--- src/rtl/rcs_pkg.sv ---
package rcs_pkg;
  localparam int FIELD_W = 5;

  localparam int IDX_POR_CAUSE = 4;
  localparam int IDX_SOFT_POR  = 3;
  localparam int IDX_SOFT_XIR  = 2;
  localparam int IDX_BTN_POR   = 1;
  localparam int IDX_BTN_XIR   = 0;

  localparam logic [FIELD_W-1:0] CLR_MASK  = 5'b10011;
  localparam logic [FIELD_W-1:0] LOAD_MASK = 5'b01100;
  localparam logic [FIELD_W-1:0] POR_VALUE = 5'b10000;
endpackage

--- src/rtl/rcs_arm_flag.sv ---
module rcs_arm_flag (
  input  logic clk,
  input  logic rst,
  input  logic pwr_on,
  output logic por_pending
);
  always_ff @(posedge clk) begin
    if (pwr_on)
      por_pending <= 1'b1;
    else if (rst)
      por_pending <= 1'b0;
  end

  assert_capture_once_R5: assert property (@(posedge clk) disable iff (pwr_on)
    rst |=> !por_pending);
endmodule

--- src/rtl/rcs_cause_reg.sv ---
module rcs_cause_reg
  import rcs_pkg::*;
(
  input  logic               clk,
  input  logic               rst,
  input  logic               pwr_on,
  input  logic               por_pending,
  input  logic               wr_en,
  input  logic [FIELD_W-1:0] wr_field,
  input  logic               btn_por,
  input  logic               btn_xir,
  output logic [FIELD_W-1:0] field_q
);
  logic [FIELD_W-1:0] field_d;

  always_comb begin
    field_d = field_q;
    if (rst) begin
      if (por_pending)
        field_d = POR_VALUE;
    end else if (wr_en) begin
      field_d = field_d & ~(wr_field & CLR_MASK);
      field_d = (field_d & ~LOAD_MASK) | (wr_field & LOAD_MASK);
    end
    if (btn_por) field_d[IDX_BTN_POR] = 1'b1;
    if (btn_xir) field_d[IDX_BTN_XIR] = 1'b1;
  end

  always_ff @(posedge clk) field_q <= field_d;

  assert_clear_por_R2: assert property (@(posedge clk) disable iff (rst || pwr_on)
    wr_en && wr_field[IDX_POR_CAUSE] |=> !field_q[IDX_POR_CAUSE]);

  assert_direct_load_R3: assert property (@(posedge clk) disable iff (rst || pwr_on)
    wr_en |=> field_q[IDX_SOFT_POR:IDX_SOFT_XIR] == $past(wr_field[IDX_SOFT_POR:IDX_SOFT_XIR]));

  assert_first_load_R5: assert property (@(posedge clk) disable iff (pwr_on)
    rst && por_pending |=> field_q[IDX_POR_CAUSE] && !field_q[IDX_SOFT_POR] && !field_q[IDX_SOFT_XIR]);

  assert_later_reset_R6: assert property (@(posedge clk) disable iff (pwr_on)
    rst && !por_pending && !btn_por && !btn_xir |=> $stable(field_q));

  assert_button_wins_R7: assert property (@(posedge clk) disable iff (pwr_on)
    btn_por |=> field_q[IDX_BTN_POR]);
endmodule

--- src/rtl/rcs_req_gen.sv ---
module rcs_req_gen (
  input  logic clk,
  input  logic rst,
  input  logic wr_en,
  input  logic soft_por,
  input  logic soft_xir,
  output logic req_q
);
  always_ff @(posedge clk) begin
    if (rst)
      req_q <= 1'b0;
    else
      req_q <= wr_en && (soft_por || soft_xir);
  end

  assert_req_source_R4: assert property (@(posedge clk) disable iff (rst)
    req_q |-> $past(wr_en) && ($past(soft_por) || $past(soft_xir)));

  assert_req_blocked_R8: assert property (@(posedge clk)
    rst |=> !req_q);
endmodule

--- src/rtl/rst_cause_reg.sv ---
module rst_cause_reg
  import rcs_pkg::*;
#(
  parameter int DATA_W = 32
) (
  input  logic              clk,
  input  logic              rst,
  input  logic              pwr_on,
  input  logic              btn_por,
  input  logic              btn_xir,
  input  logic              wr_en,
  input  logic [DATA_W-1:0] wr_data,
  output logic [DATA_W-1:0] rd_data,
  output logic              sys_rst_req
);
  localparam int FIELD_LSB = DATA_W - FIELD_W;

  logic               por_pending;
  logic [FIELD_W-1:0] wr_field;
  logic [FIELD_W-1:0] field_q;
  logic               unused_low;

  assign wr_field   = wr_data[DATA_W-1:FIELD_LSB];
  assign unused_low = ^wr_data[FIELD_LSB-1:0];

  rcs_arm_flag u_arm (
    .clk         (clk),
    .rst         (rst),
    .pwr_on      (pwr_on),
    .por_pending (por_pending)
  );

  rcs_cause_reg u_cause (
    .clk         (clk),
    .rst         (rst),
    .pwr_on      (pwr_on),
    .por_pending (por_pending),
    .wr_en       (wr_en),
    .wr_field    (wr_field),
    .btn_por     (btn_por),
    .btn_xir     (btn_xir),
    .field_q     (field_q)
  );

  rcs_req_gen u_req (
    .clk      (clk),
    .rst      (rst),
    .wr_en    (wr_en),
    .soft_por (wr_field[IDX_SOFT_POR]),
    .soft_xir (wr_field[IDX_SOFT_XIR]),
    .req_q    (sys_rst_req)
  );

  always_comb begin
    rd_data = '0;
    rd_data[DATA_W-1:FIELD_LSB] = field_q;
  end

  assert_write_ignored_R8: assert property (@(posedge clk) disable iff (pwr_on)
    rst && !por_pending && !btn_por && !btn_xir |=> $stable(rd_data));
endmodule

--- config.mk ---
export PLATFORM = sky130hd
export DESIGN_NAME = rst_cause_reg
export DESIGN_NICKNAME = d
export VERILOG_FILES = /design/src/rtl/rcs_pkg.sv /design/src/rtl/rcs_arm_flag.sv /design/src/rtl/rcs_cause_reg.sv /design/src/rtl/rcs_req_gen.sv /design/src/rtl/rst_cause_reg.sv
export SDC_FILE = /design/constraint.sdc
export NUM_CORES = 1
export LEC_CHECK = 0
export BUFFER_PORTS_ARGS = -buffer_cell sky130_fd_sc_hd__buf_2
export CORE_ASPECT_RATIO = 0.9
export CORE_UTILIZATION = 28
export CTS_CLUSTER_DIAMETER = 40
export DETAILED_ROUTE_END_ITERATION = 12
export PLACE_DENSITY = 0.78
export SYNTH_ARGS = -nofsm -noshare
export SYNTH_HDL_FRONTEND = slang
export SYNTH_SLANG_ARGS = --single-unit
--- constraint.sdc ---
create_clock -name clk -period 1.15 [get_ports clk]
set_clock_uncertainty 0.15 [all_clocks]
set_input_delay 0.115 -clock clk [delete_from_list [all_inputs] [get_ports clk]]
set_output_delay 0.115 -clock clk [all_outputs]
set_load 0.02 [all_outputs]
==> qor.csv <==
stage;metric;value;unit
outcome;status;complete, no violations;
clocking;Hold-fix buffers, CTS;5;
detailed_routing;Final ANT Viol Nets;0;
worst_setup_path;worst reg-to-reg path cell count;2;
yosys;Synth top area share;43.7;%
power;Clk network pwr share;32.3;%
cells_and_area;area grow syn2layout;17.0;%
power;Power Dens Cells;1250;nW/um^2
placement;gpl congestion;0.644;
clocking;Root Driver;clkbuf_4;
worst_setup_path;Arrival @ worst endpoint;800;ps
global_route;vias in the first global route;232;
die;Cell Rows;13;
worst_setup_path;critical path class;reg -> out;
yosys;cells after synthesis;50;
power;Comb pwr share;25.5;%
timing;fin crit period;1070;ps
min_path;Hold Path Stages;3;
worst_setup_path;WP buf/inv;1;
power;Psw;221;uW
detailed_routing;DR pass1 iterations;2;
yosys;mean area per synthesized cell;9.28;sq um
worst_setup_path;Crit Reg-Reg Endpoint;u_cause.field_q[2];
die;die height;40.6;microns
timing;final hold slack;10.1;ps
detailed_routing;routed vias;305;
worst_setup_path;Critical Path Fanout Max;2;
worst_setup_path;Startpoint Class;flop;
clocking;CTS sink cnt;7;
timing;FMAX;937;MHz
yosys;cell with the most instances after synthesis;buf_4;
timing;# setup viols final;0;
yosys;most frequent cells after synthesis;buf_4, dfxtp_1, edfxtp_1;
detailed_routing;number of remaining DRC errors;0;
clocking;Worst-path clk slew;50;ps
placement;placed insts;87;
power;sequential power share;42.2;%
placement;port bufs;16;
timing;TNS Setup;0;ps
yosys;Top FF cell, synth;dfxtp_1;
power;internal power;459;uW
cells_and_area;FF+latch area;170;sq um
yosys;sequential area share after synthesis;36.7;%
timing;Final Cycle Share;92.8;%
clocking;post_cts resized;0;
timing;setup repair after global routing missed its margin;false;
cells_and_area;final non-filler cell total;96;
global_route;largest net degree at the start of global routing;8;
cells_and_area;ANT cells;0;
die;I/O pin count;71;
global_route;first-pass GRT wire length;828;microns
cells_and_area;share of cells above drive strength 1;25.7;%
flow_run;Max Cap Violations;0;
yosys;Post-synth EDFFs;3;
yosys;Yosys reg bits;7;
power;VDD IR max;0.273;mV
worst_setup_path;crit path cell chain;buf_2;
clocking;number of buffers created by CTS;3;
die;Die W;44.9;microns
yosys;fraction of registers with async set or reset after synthesis;0;%
global_route;GRT Total Usage;7.28;%
die;die area;1820;sq um
cells_and_area;multi-input logic area;181;sq um
yosys;cell accounting for the most synthesized area;buf_4;
yosys;Distinct cells, synth;14;
cells_and_area;fillers;172;
yosys;top cells by area, synth;buf_4, edfxtp_1, dfxtp_1, a31o_1, nand3b_1;
worst_setup_path;Critical Path RT;880;ps
yosys;Ys Warns;0;
min_path;HP Class;in -> reg;
detailed_routing;Routed WL per cell;7.46;microns
detailed_routing;WL final;716;microns
timing;Pins Over Slew Limit;0;
global_route;antenna violations before repair;0;
timing;final hold violation count;0;
power;switching part of the total;32.5;%
clocking;H-tree depth;1;
worst_setup_path;worst stage delay on the critical path;380;ps
yosys;post-synthesis cell area;464;sq um
clocking;setup repair bufs after CTS;0;
clocking;CTS max path bufs;2;
min_path;Hold Path Origin;wr_en;
worst_setup_path;CP endpoint kind;output port;
worst_setup_path;Slowest-stage cell, CP;edfxtp_1;
detailed_routing;drt via density;3.18;
worst_setup_path;Reg2Reg Launch Point;u_arm.por_pending;
worst_setup_path;Crit path max-delay family;flip-flops;
worst_setup_path;worst reg-to-reg setup slack;150;ps
cells_and_area;Final Util;36.3;%
power;Leakage;0.000295;uW
min_path;Endpoint, Worst Hold;u_req.req_q;
die;Initial Util;31.0;%
clocking;worst-skew pair later-pin latency;250;ps
clocking;TritonCTS clock tree;built;
placement;Detail Placement HPWL;559;microns
cells_and_area;final-stage net count;113;
detailed_routing;DR iter-0 viols;2;
die;Core ar.;1500;sq um
global_route;total gr overflow;0;
per-stage QoR:
step | cell area, sq um | setup WS (ps) | power, uW
6_report | 543 | 82.4 | 680
5_1_grt | 543 | 50.0 | 717
4_1_cts | 543 | 70.3 | 688
3_5_place_dp | 467 | 128 | 451
3_3_place_gp | 467 | 160 | 448
2_1_floorplan | 562 | 131 | 482
tightest hold or removal path: stages:
cell and delay, ps:
buf_2 110, nand2b_1 90, nor2_1 50
registers in the layout, summed over array words and instances, names as in the netlist:
name / flops
u_req.req_q: 1
u_cause.field_q: 5
u_arm.por_pending: 1
cell usage in the layout, fill, tap and decap left out:
cell type,n
a21o_1,1
a31o_1,2
and2b_1,1
buf_2,16
clkbuf_1,1
clkbuf_4,3
conb_1,27
dfxtp_1,4
dlygate4sd3_1,5
edfxtp_1,3
inv_1,2
nand2_1,2
nand2b_1,1
nand3b_1,2
nor2_1,2
nor2b_1,1
o21ai_0,1
metal layers:
| metal | up-vias | track usage (%) | share of wire (%) |
|---|---|---|---|
| met3 | 0 | 3.96 | 8.7 |
| met2 | 17 | 14.9 | 59 |
| met1 | 136 | 4.49 | 32 |
| met5 | - | 0 | 0 |
| met4 | 0 | 6.82 | 0 |
| li1 | 152 | - | - |
cells by family (layout without fill, tap and decap cells):
group / count (synthesis) / after routing / synth area share, %
DFF: 7 / 7 / 36.7
AOI/OAI and AO/OA: 4 / 4 / 6.47
other: 1 / 27 / 0.808
and+or+nand+nor: 9 / 9 / 10.8
buffers and inverters: 29 / 27 / 45.3
worst max path at each step:
stage	from	endpoint	slack, ps	cells past startpoint
2_1_floorplan	u_cause.field_q[4]	u_cause.field_q[4]	130	2
3_3_place_gp	rst	u_cause.field_q[2]	160	3
3_5_place_dp	rst	u_cause.field_q[2]	130	3
4_1_cts	u_cause.field_q[4]	rd_data[31]	70	1
5_1_grt	u_cause.field_q[4]	rd_data[31]	50	1
6_report	u_cause.field_q[4]	rd_data[31]	80	1
final cells by class:
type	count	area share, %
clock buffers	4	4.84
inverters	2	1.38
multi-input cells	40	33.4
flip-flops and latches	7	31.3
well taps	22	5.07
repair buffers	21	24.0
power by group through the flow:
stage | clock network [uW] | logic [uW] | registers, uW
floorplan | 0 | 169 | 313
global placement | 0 | 156 | 291
detailed placement | 0 | 159 | 292
CTS | 229 | 172 | 287
global route | 242 | 187 | 288
finish | 220 | 173 | 287
Note: power is estimated with default switching activity, not from simulation.
